File: src/rtl/cpu_seq_pkg.sv
package cpu_seq_pkg;
  localparam int NUM_STATES = 8;
  localparam int ST_W = $clog2(NUM_STATES);
  localparam int SEL_W = 4;

  // bus source positions inside the select vector
  localparam int SRC_PC  = 0;
  localparam int SRC_OPR = 1;
  localparam int SRC_ACC = 2;
  localparam int SRC_MEM = 3;

  typedef enum logic [ST_W-1:0] {
    ST_FA, ST_FH, ST_FD,          // fetch: addr setup, addr hold, data read
    ST_XA, ST_XH, ST_XD, ST_XE, ST_XF
  } st_t;

  typedef enum logic [1:0] {
    CL_OTHER = 2'd0,
    CL_STORE = 2'd1,
    CL_JUMP  = 2'd2
  } cls_t;

  // active-high control intents
  typedef struct packed {
    logic [SEL_W-1:0] sel;
    logic ld_ir;
    logic inc_pc;
    logic ld_pc;
    logic ld_acc;
    logic me;
    logic oe;
    logic wr;
    logic stb;
  } ctl_t;
endpackage

File: src/rtl/cpu_seq_classify.sv
module cpu_seq_classify
  import cpu_seq_pkg::*;
#(
  parameter int OPC_W = 4,
  parameter logic [OPC_W-1:0] ST_OP = 4'h2,
  parameter logic [OPC_W-1:0] JMP_OP = 4'h7
) (
  input  logic [OPC_W-1:0] opcode,
  output cls_t             cls
);
  always_comb begin
    if (opcode == ST_OP)       cls = CL_STORE;
    else if (opcode == JMP_OP) cls = CL_JUMP;
    else                       cls = CL_OTHER;
  end
endmodule

File: src/rtl/cpu_seq_fsm.sv
module cpu_seq_fsm
  import cpu_seq_pkg::*;
(
  input  logic clk,
  input  logic rst,
  input  cls_t cls,
  output st_t  state
);
  st_t nxt;

  always_comb begin
    nxt = state;
    unique case (state)
      ST_FA: nxt = ST_FH;
      ST_FH: nxt = ST_FD;
      ST_FD: nxt = ST_XA;
      ST_XA: nxt = (cls == CL_JUMP) ? ST_FA : ST_XH;
      ST_XH: nxt = ST_XD;
      ST_XD: nxt = ST_XE;
      ST_XE: nxt = (cls == CL_STORE) ? ST_XF : ST_FA;
      ST_XF: nxt = ST_FA;
      default: nxt = ST_FA;
    endcase
  end

  always_ff @(posedge clk) begin
    if (rst) state <= ST_FA;
    else     state <= nxt;
  end
endmodule

File: src/rtl/cpu_seq_outdec.sv
module cpu_seq_outdec
  import cpu_seq_pkg::*;
(
  input  st_t  state,
  input  cls_t cls,
  output ctl_t ctl
);
  always_comb begin
    ctl = '0;
    unique case (state)
      ST_FA: begin ctl.sel[SRC_PC] = 1'b1; ctl.me = 1'b1; end
      ST_FH: begin ctl.sel[SRC_PC] = 1'b1; ctl.me = 1'b1; ctl.stb = 1'b1; end
      ST_FD: begin
        ctl.sel[SRC_MEM] = 1'b1; ctl.me = 1'b1; ctl.oe = 1'b1;
        ctl.ld_ir = 1'b1; ctl.inc_pc = 1'b1;
      end
      ST_XA: begin
        ctl.sel[SRC_OPR] = 1'b1;
        if (cls == CL_JUMP) ctl.ld_pc = 1'b1;
        else                ctl.me = 1'b1;
      end
      ST_XH: begin ctl.sel[SRC_OPR] = 1'b1; ctl.me = 1'b1; ctl.stb = 1'b1; end
      ST_XD: begin
        ctl.me = 1'b1;
        if (cls == CL_STORE) ctl.sel[SRC_ACC] = 1'b1;
        else begin ctl.sel[SRC_MEM] = 1'b1; ctl.oe = 1'b1; end
      end
      ST_XE: begin
        ctl.me = 1'b1;
        if (cls == CL_STORE) begin ctl.sel[SRC_ACC] = 1'b1; ctl.wr = 1'b1; end
        else begin ctl.sel[SRC_MEM] = 1'b1; ctl.oe = 1'b1; ctl.ld_acc = 1'b1; end
      end
      ST_XF: begin ctl.sel[SRC_ACC] = 1'b1; ctl.me = 1'b1; end
      default: ctl.sel[SRC_PC] = 1'b1;
    endcase
  end
endmodule

File: src/rtl/cpu_seq.sv
module cpu_seq
  import cpu_seq_pkg::*;
#(
  parameter int OPC_W = 4,
  parameter logic [OPC_W-1:0] ST_OP = 4'h2,
  parameter logic [OPC_W-1:0] JMP_OP = 4'h7
) (
  input  logic             clk,
  input  logic             rst,
  input  logic [OPC_W-1:0] ir_opcode,
  output logic [3:0]       bus_sel,
  output logic             ld_ir,
  output logic             inc_pc,
  output logic             ld_pc,
  output logic             ld_acc,
  output logic             mem_en_n,
  output logic             mem_oe_n,
  output logic             mem_rnw,
  output logic             adr_stb_n
);
  cls_t cls;
  st_t  state_q;
  ctl_t ctl;

  cpu_seq_classify #(.OPC_W(OPC_W), .ST_OP(ST_OP), .JMP_OP(JMP_OP)) u_cls (
    .opcode(ir_opcode), .cls(cls)
  );

  cpu_seq_fsm u_fsm (.clk(clk), .rst(rst), .cls(cls), .state(state_q));

  cpu_seq_outdec u_dec (.state(state_q), .cls(cls), .ctl(ctl));

  // pad-side polarity: strobes leave the block inverted
  assign bus_sel   = ctl.sel;
  assign ld_ir     = ctl.ld_ir;
  assign inc_pc    = ctl.inc_pc;
  assign ld_pc     = ctl.ld_pc;
  assign ld_acc    = ctl.ld_acc;
  assign mem_en_n  = ~ctl.me;
  assign mem_oe_n  = ~ctl.oe;
  assign mem_rnw   = ~ctl.wr;
  assign adr_stb_n = ~ctl.stb;
endmodule

File: config.mk
export PLATFORM = sky130hd
export DESIGN_NAME = cpu_seq
export DESIGN_NICKNAME = d
export VERILOG_FILES = /design/src/rtl/cpu_seq_pkg.sv /design/src/rtl/cpu_seq_classify.sv /design/src/rtl/cpu_seq_fsm.sv /design/src/rtl/cpu_seq_outdec.sv /design/src/rtl/cpu_seq.sv
export SDC_FILE = /design/constraint.sdc
export NUM_CORES = 1
export LEC_CHECK = 0
export BUFFER_PORTS_ARGS = -buffer_cell sky130_fd_sc_hd__buf_2
export CAP_MARGIN = 20
export CORE_AREA = 2 2 39 41
export DETAILED_ROUTE_END_ITERATION = 10
export DIE_AREA = 0 0 41 43
export HOLD_SLACK_MARGIN = 0.03
export PLACE_DENSITY = 0.54
export SYNTH_ARGS = -nofsm -noshare
export SYNTH_HDL_FRONTEND = slang
export SYNTH_SLANG_ARGS = --single-unit
File: constraint.sdc
create_clock -name clk -period 2.2 [get_ports clk]
set_input_delay 0.55 -clock clk [delete_from_list [all_inputs] [get_ports clk]]
set_output_delay 0.55 -clock clk [all_outputs]
set_load 0.05 [all_outputs]
==> metrics.csv, run 1 <==
metric;value;unit
row count;14;
fill cell total of the finished layout;152;
largest net degree at the start of global routing;11;
total detailed-routing wirelength;639;µm
TritonCTS clock tree;yes;
critical path launch point;ir_opcode[3];
number of buffers inserted by port buffering;17;
pin slew with the least headroom to its limit;373;ps
via count normalized by instance count;4.10;
total congestion overflow;0;
number of synthesized flops with an enable pin;0;
remaining design rule violation count;0;
synthesized area divided by synthesized cell count;7.85;µm²
number of H-tree branching levels;1;
Unique masters post-synth;21;
Initial DRT Pass Iterations;2;
data arrival at the endpoint of the critical path;1600;ps
CTS sink cnt;3;
type of element launching the critical path;input pin;
area of all placed cells without fillers;407;µm²
clock latency on the worst-skew pair;230;ps
vias in the first global route;266;
dominant cell type by area after synthesis;dfxtp_1;
CP max FO;5;
CTS hold repair buffers;0;
detailed router's first-iteration violation count;4;
RR Startpoint;u_fsm.state[2]$_SDFF_PP0_;
most frequently used cell type in the post-synthesis netlist;nor2_1;
height of the die;43;µm
final clock period utilization by the worst path;97.8;%
Worst IR Drop VDD;0.205;mV
GRT Resource Usage Total;8.62;%
global-route wire length before repair;1040;µm
leakage power summed over all cells;0.173;nW
flip-flop count of the largest register after layout;3;
Clock Skew;0.705;ps
routed length per instance;9.00;µm
Tightest Hold Check Type;input pin to flip-flop;
total power density per cell area;639;mW/mm²
worst reg2reg setup slack;1130;ps
share of the yosys chip area belonging to registers;20.7;%
proportion of netlist area held by the largest area contributor;20.7;%
count of warnings emitted by yosys;0;
hpwl dp;491;µm
slew margin rel.;75.1;%
Max Clock Freq;0.465;GHz
post-layout min period;2150;ps
global placement routability congestion;0.681;
clock transition time at the flip-flop clock pins of the worst setup and hold paths;40;ps
final core area utilization;29.4;%
synth top area cells;dfxtp_1 21%, nor2_1 9.1%, nand2b_1 8.6%;
Layout area overhead;40.1;%
register bank with the most flops;u_fsm.state;
final-report hold violation count;0;
CTS Root Cell;clkbuf_4;
placed instance area;375;µm²
max-slew violation total from the final report;0;
synthesized flop and latch total;3;
antenna violations before repair;0;
TritonCTS Buffers;3;
antenna fix cells;0;
nets in the synthesized netlist;43;
synthesized cell area;290;µm²
result of the run;finished, final reports clean;
Max Cap Viol;0;
worst r2r dst;u_fsm.state[2]$_SDFF_PP0_;
die outline area;0.00176;mm²
power consumption;0.260;mW
Final setup violation count;0;
Starting Density;21.0;%
R2R depth;3;
horizontal die dimension;41;µm
number of nets with antenna violations after routing;0;
Required @ worst endpoint;1650;ps
final hold slack;535;ps
layout cells sized above 1;47.3;%
core region area;0.00138;mm²
Setup crit end kind;primary output;
buffer depth of the longest clock path;2;
largest registers;u_fsm.state x3;
Most used DFF post-synth;dfxtp_1;
number of standard cells after synthesis;37;
Synth async-reset ratio;0;%
# IOs;18;
termination of the worst setup path;mem_oe_n;
crit path kind;input pin to primary output;
final net count;62;
vias after detailed routing;291;
top post-synthesis cells by count;7 x nor2_1, 4 x nand2_1, 4 x nand2b_1;
==> worst min-delay path by stage <==
stage | start | end | slack, ps | cells after the start
final | rst | u_fsm.state[2]$_SDFF_PP0_ | 540 | 2
after global placement | u_fsm.state[2]$_SDFF_PP0_ | u_fsm.state[2]$_SDFF_PP0_ | 630 | 2
after floorplan | u_fsm.state[1]$_SDFF_PP0_ | u_fsm.state[0]$_SDFF_PP0_ | 560 | 2
after global routing | rst | u_fsm.state[2]$_SDFF_PP0_ | 550 | 2
after detailed placement | u_fsm.state[0]$_SDFF_PP0_ | u_fsm.state[1]$_SDFF_PP0_ | 620 | 2
after CTS | rst | u_fsm.state[2]$_SDFF_PP0_ | 530 | 2
==> power by group <==
group,leakage [nW],switching [mW],total [mW],internal (mW)
combinational,0.133,0.0701,0.0975,0.0275
sequential,0.0248,0.00859,0.0676,0.0590
clock,0.0150,0.0268,0.0947,0.0679
total,0.173,0.105,0.260,0.154
==> routing by layer <==
layer	track usage [%]	share of wire, %
met4	6.00	0
met5	0	0
met1	12.1	48
met2	11.3	46
met3	1.57	6.7
==> placed cells by master (no fill, tap or decap) <==
cell type / n
clkbuf_4: 5
nand3b_1: 2
buf_2: 15
inv_1: 1
o21ai_0: 2
o22a_2: 1
nor4b_4: 1
nand2_1: 4
nor2_2: 1
nand2b_4: 1
a21boi_2: 1
clkbuf_1: 1
o21a_1: 1
nand2b_1: 4
xor2_1: 1
dfxtp_1: 3
o2bb2ai_1: 1
nand4b_1: 1
nor2_1: 6
and2_2: 1
a31oi_1: 1
o22ai_1: 1
==> cell families after synthesis <==
| family | after synthesis | synth area share [%] |
|---|---|---|
| buffers and inverters | 4 | 10.3 |
| XOR/XNOR | 1 | 3.02 |
| AO/OA/AOI/OAI | 8 | 19.4 |
| AND/OR/NAND/NOR | 21 | 46.5 |
| flip-flops | 3 | 20.7 |
==> repair_timing <==
action	in CTS	in global routing
buffers inserted	0	0
resized for setup	0	2
endpoints found under the setup margin	0	2
==> layout make-up <==
type,count,area (µm²),share of cell area [%]
clock buffers,4,26.3,6.46
inverters,1,3.75,0.923
multi-input cells,30,206,50.8
flip-flops and latches,3,60.1,14.8
well taps,16,20.0,4.92
repair buffers,17,90.1,22.2
==> metrics by stage <==
| stage | TNS, ps | worst slack (ps) | std cells |
|---|---|---|---|
| detailed placement | 0 | 12.2 | 67 |
| global route | -9.17 | -9.17 | 71 |
| CTS | 0 | 14.8 | 71 |
| finish | 0 | 49.2 | 71 |
| floorplan | -5.11 | -5.11 | 37 |
| global placement | 0 | 28.2 | 67 |
==> critical path: stages <==
cell and delay (ps):
buf_2 120, nor4b_4 350, nand2b_4 220, o22a_2 150
clkbuf_4 210
(Power assumes the default switching activity.)
==> inputs of run 2 (changes only) <==
--- a/config.mk
+++ b/config.mk
@@ -5,13 +5,16 @@
 export SDC_FILE = /design/constraint.sdc
 export NUM_CORES = 1
 export LEC_CHECK = 0
+export ABC_AREA = 1
 export BUFFER_PORTS_ARGS = -buffer_cell sky130_fd_sc_hd__buf_2
 export CAP_MARGIN = 20
 export CORE_AREA = 2 2 39 41
+export CTS_BUF_LIST = sky130_fd_sc_hd__clkbuf_4
 export DETAILED_ROUTE_END_ITERATION = 10
 export DIE_AREA = 0 0 41 43
 export HOLD_SLACK_MARGIN = 0.03
-export PLACE_DENSITY = 0.54
+export PLACE_DENSITY = 0.52
+export RECOVER_POWER = 25
 export SYNTH_ARGS = -nofsm -noshare
 export SYNTH_HDL_FRONTEND = slang
 export SYNTH_SLANG_ARGS = --single-unit
==> metrics.csv, run 2 <==
metric;value;unit;change
horizontal die dimension;41;µm;unchanged
die outline area;0.00176;mm²;unchanged
detailed router's first-iteration violation count;8;;+4
largest net degree at the start of global routing;9;;-2
pin slew with the least headroom to its limit;260;ps;-113 ps
register bank with the most flops;u_fsm.state;;
largest registers;u_fsm.state x3;;
most frequently used cell type in the post-synthesis netlist;nand2_1;;
nets in the synthesized netlist;56;;+30%
Inst Count DP;83;;+24%
fill cell total of the finished layout;171;;+13%
number of H-tree branching levels;1;;unchanged
hpwl dp;574;µm;+17%
Clock Skew;4.85;ps;+4.14 ps
RR Startpoint;u_fsm.state[1]$_SDFF_PP0_;;
Layout area overhead;57.3;%;
vias after detailed routing;358;;+23%
synthesized cell area;258;µm²;-11%
antenna violations before repair;0;;unchanged
Synth async-reset ratio;0;%;unchanged
critical path launch point;u_fsm.state[1]$_SDFF_PP0_;;
TritonCTS Buffers;3;;unchanged
worst r2r dst;u_fsm.state[1]$_SDFF_PP0_;;
Starting Density;18.6;%;-2.4 points
Setup crit end kind;primary output;;
slowest stage cell on the critical path;dfxtp_1;;
final net count;78;;+26%
total power density per cell area;653;mW/mm²;+2.2%
worst min-delay path startpoint;rst;;
Max Clock Freq;0.484;GHz;+4.0%
CTS Root Cell;clkbuf_4;;
Total Negative Setup Slacks;0;ps;unchanged
non-filler cells in the finished layout;87;;+23%
final clock period utilization by the worst path;94.0;%;-3.8 points
global placement routability congestion;0.658;;-3.3%
routed length per instance;7.99;µm;-11%
area of combinational cells with multiple inputs;163;µm²;-21%
max-slew violation total from the final report;0;;unchanged
Max Cap Viol;0;;unchanged
number of standard cells after synthesis;50;;+35%
synthesized flop and latch total;3;;unchanged
hold path endpoint;u_fsm.state[0]$_SDFF_PP0_;;
CP max FO;5;;unchanged
# IOs;18;;unchanged
postcts setup bufs;0;;unchanged
CTS sink cnt;3;;unchanged
Unique masters post-synth;11;;-48%
gate family responsible for the most delay along the worst path;flip-flops;;
total detailed-routing wirelength;695;µm;+8.8%
Initial DRT Pass Iterations;3;;+1
dominant cell type by area after synthesis;dfxtp_1;;
count of warnings emitted by yosys;0;;unchanged
synth top area cells;dfxtp_1 23%, nand2_1 19%, inv_1 15%;;
RSZ-0062 raised after global routing;false;;
TritonCTS clock tree;yes;;
Worst IR Drop VDD;0.423;mV;+110%
post-layout min period;2070;ps;-82.8 ps
number of buffers inserted by port buffering;17;;unchanged
height of the die;43;µm;unchanged
flip-flop count of the largest register after layout;3;;unchanged
buffer depth of the longest clock path;2;;unchanged
combined flip-flop and latch cell area;60.1;µm²;unchanged
commonest non-fill, non-tap cell in the layout;buf_2;;
worst reg2reg setup slack;1130;ps;about the same
CTS hold repair buffers;0;;unchanged
crit path kind;flip-flop to primary output;;
R2R depth;4;;+1
most common cell type on the critical path;nand2_1;;
result of the run;finished, final reports clean;;
Tightest Hold Check Type;input pin to flip-flop;;
number of nets with antenna violations after routing;0;;unchanged
data arrival at the endpoint of the critical path;1520;ps;-80 ps
cells along the critical path;inv_1 > nand2_1 > nand2_1 > a21oi_2 > nand2_1 > o21ai_0 > clkbuf_4;;
antenna fix cells;0;;unchanged
Final setup violation count;0;;unchanged
row count;14;;unchanged
remaining design rule violation count;0;;unchanged
proportion of netlist area held by the largest area contributor;23.3;%;+2.6 points
sum of buffers and inverters on the critical path;2;;unchanged
total congestion overflow;0;;unchanged
Resized cells post-CTS;0;;unchanged
synthesized area divided by synthesized cell count;5.15;µm²;-34%
cell count of the worst hold path;2;;unchanged
core region area;0.00138;mm²;unchanged
Most used DFF post-synth;dfxtp_1;;
delay contributed by the slowest stage of the critical path;410;ps;+60 ps
number of synthesized flops with an enable pin;0;;unchanged
top post-synthesis cells by count;13 x nand2_1, 10 x inv_1, 9 x nor2_1;;
clock transition time at the flip-flop clock pins of the worst setup and hold paths;40;ps;about the same
share of the yosys chip area belonging to registers;23.3;%;+2.6 points
slew margin rel.;82.6;%;+7.5 points
vias in the first global route;276;;+3.8%
leading cell types in the layout, fill and taps excluded;16 x buf_2, 14 x nand2_1, 10 x inv_1;;
clock latency on the worst-skew pair;230;ps;about the same
type of element launching the critical path;flip-flop;;
leakage power summed over all cells;0.223;nW;+29%
final-report hold violation count;0;;unchanged
GRT Resource Usage Total;8.32;%;-0.29 points
via count normalized by instance count;4.11;;+0.40%
layout cells sized above 1;36.6;%;-11 points
Required @ worst endpoint;1650;ps;about the same
global-route wire length before repair;1000;µm;-3.4%
[run 2: cell count changes in the layout (fill, tap and decap cells not counted), moves of 3 or more]
cell,change
a21oi_2,+3
inv_1,+9
nand2_1,+10
nand2b_1,-4
nor2_1,+3
o21ai_0,+3
[run 2: metrics by stage]
stage                     power, mW  util (%)  cell area [µm²]  hold WS, ps  setup slack, ps
after floorplan               0.136         -              270          555             47.8
after global placement        0.156      27.1              375          601              278
after detailed placement      0.157      27.1              375          601              259
after CTS                     0.270      29.3              405          499             79.9
after global routing          0.286      29.3              405          510             1.28
final                         0.265      29.3              405          505              132
[run 2: final cells by class]
class                      instances  area share [%]
clock buffer                       4            7.41
inverter                          11            10.2
multi-input combinational         35            40.1
sequential                         3            14.8
tap                               16            4.94
timing repair buffer              18            22.5
[run 2: logic make-up (layout without fill, tap and decap cells)]
| logic type | Yosys count | count (layout) | share of synthesized area, % |
|---|---|---|---|
| AO/OA/AOI/OAI | 10 | 10 | 19.4 |
| AND/OR/NAND/NOR | 25 | 25 | 38.3 |
| buffers and inverters | 12 | 33 | 18.9 |
| flip-flops | 3 | 3 | 23.3 |
[run 2: layer usage]
metal  wire, µm  vias to the layer above  global-route usage, %
met5          0                        -                      0
met4          0                        0                      0
met3         78                        0                   6.28
met2        284                       16                   12.2
met1        332                      146                   10.3
li1           -                      196                      -
[run 2: report_power, final]
group	switching [mW]	internal (mW)	total, mW
Sequential	0.00524	0.0586	0.0639
Combinational	0.0708	0.0221	0.0929
Clock	0.0277	0.0802	0.108
Total	0.104	0.161	0.265
[run 2: worst max-delay path by stage]
stage / endpoint / slack, ps / cells past startpoint
detailed placement: mem_oe_n / 260 / 7
global route: bus_sel[3] / 1 / 7
floorplan: ld_ir / 50 / 4
global placement: mem_oe_n / 280 / 7
finish: bus_sel[3] / 130 / 7
CTS: bus_sel[3] / 80 / 7
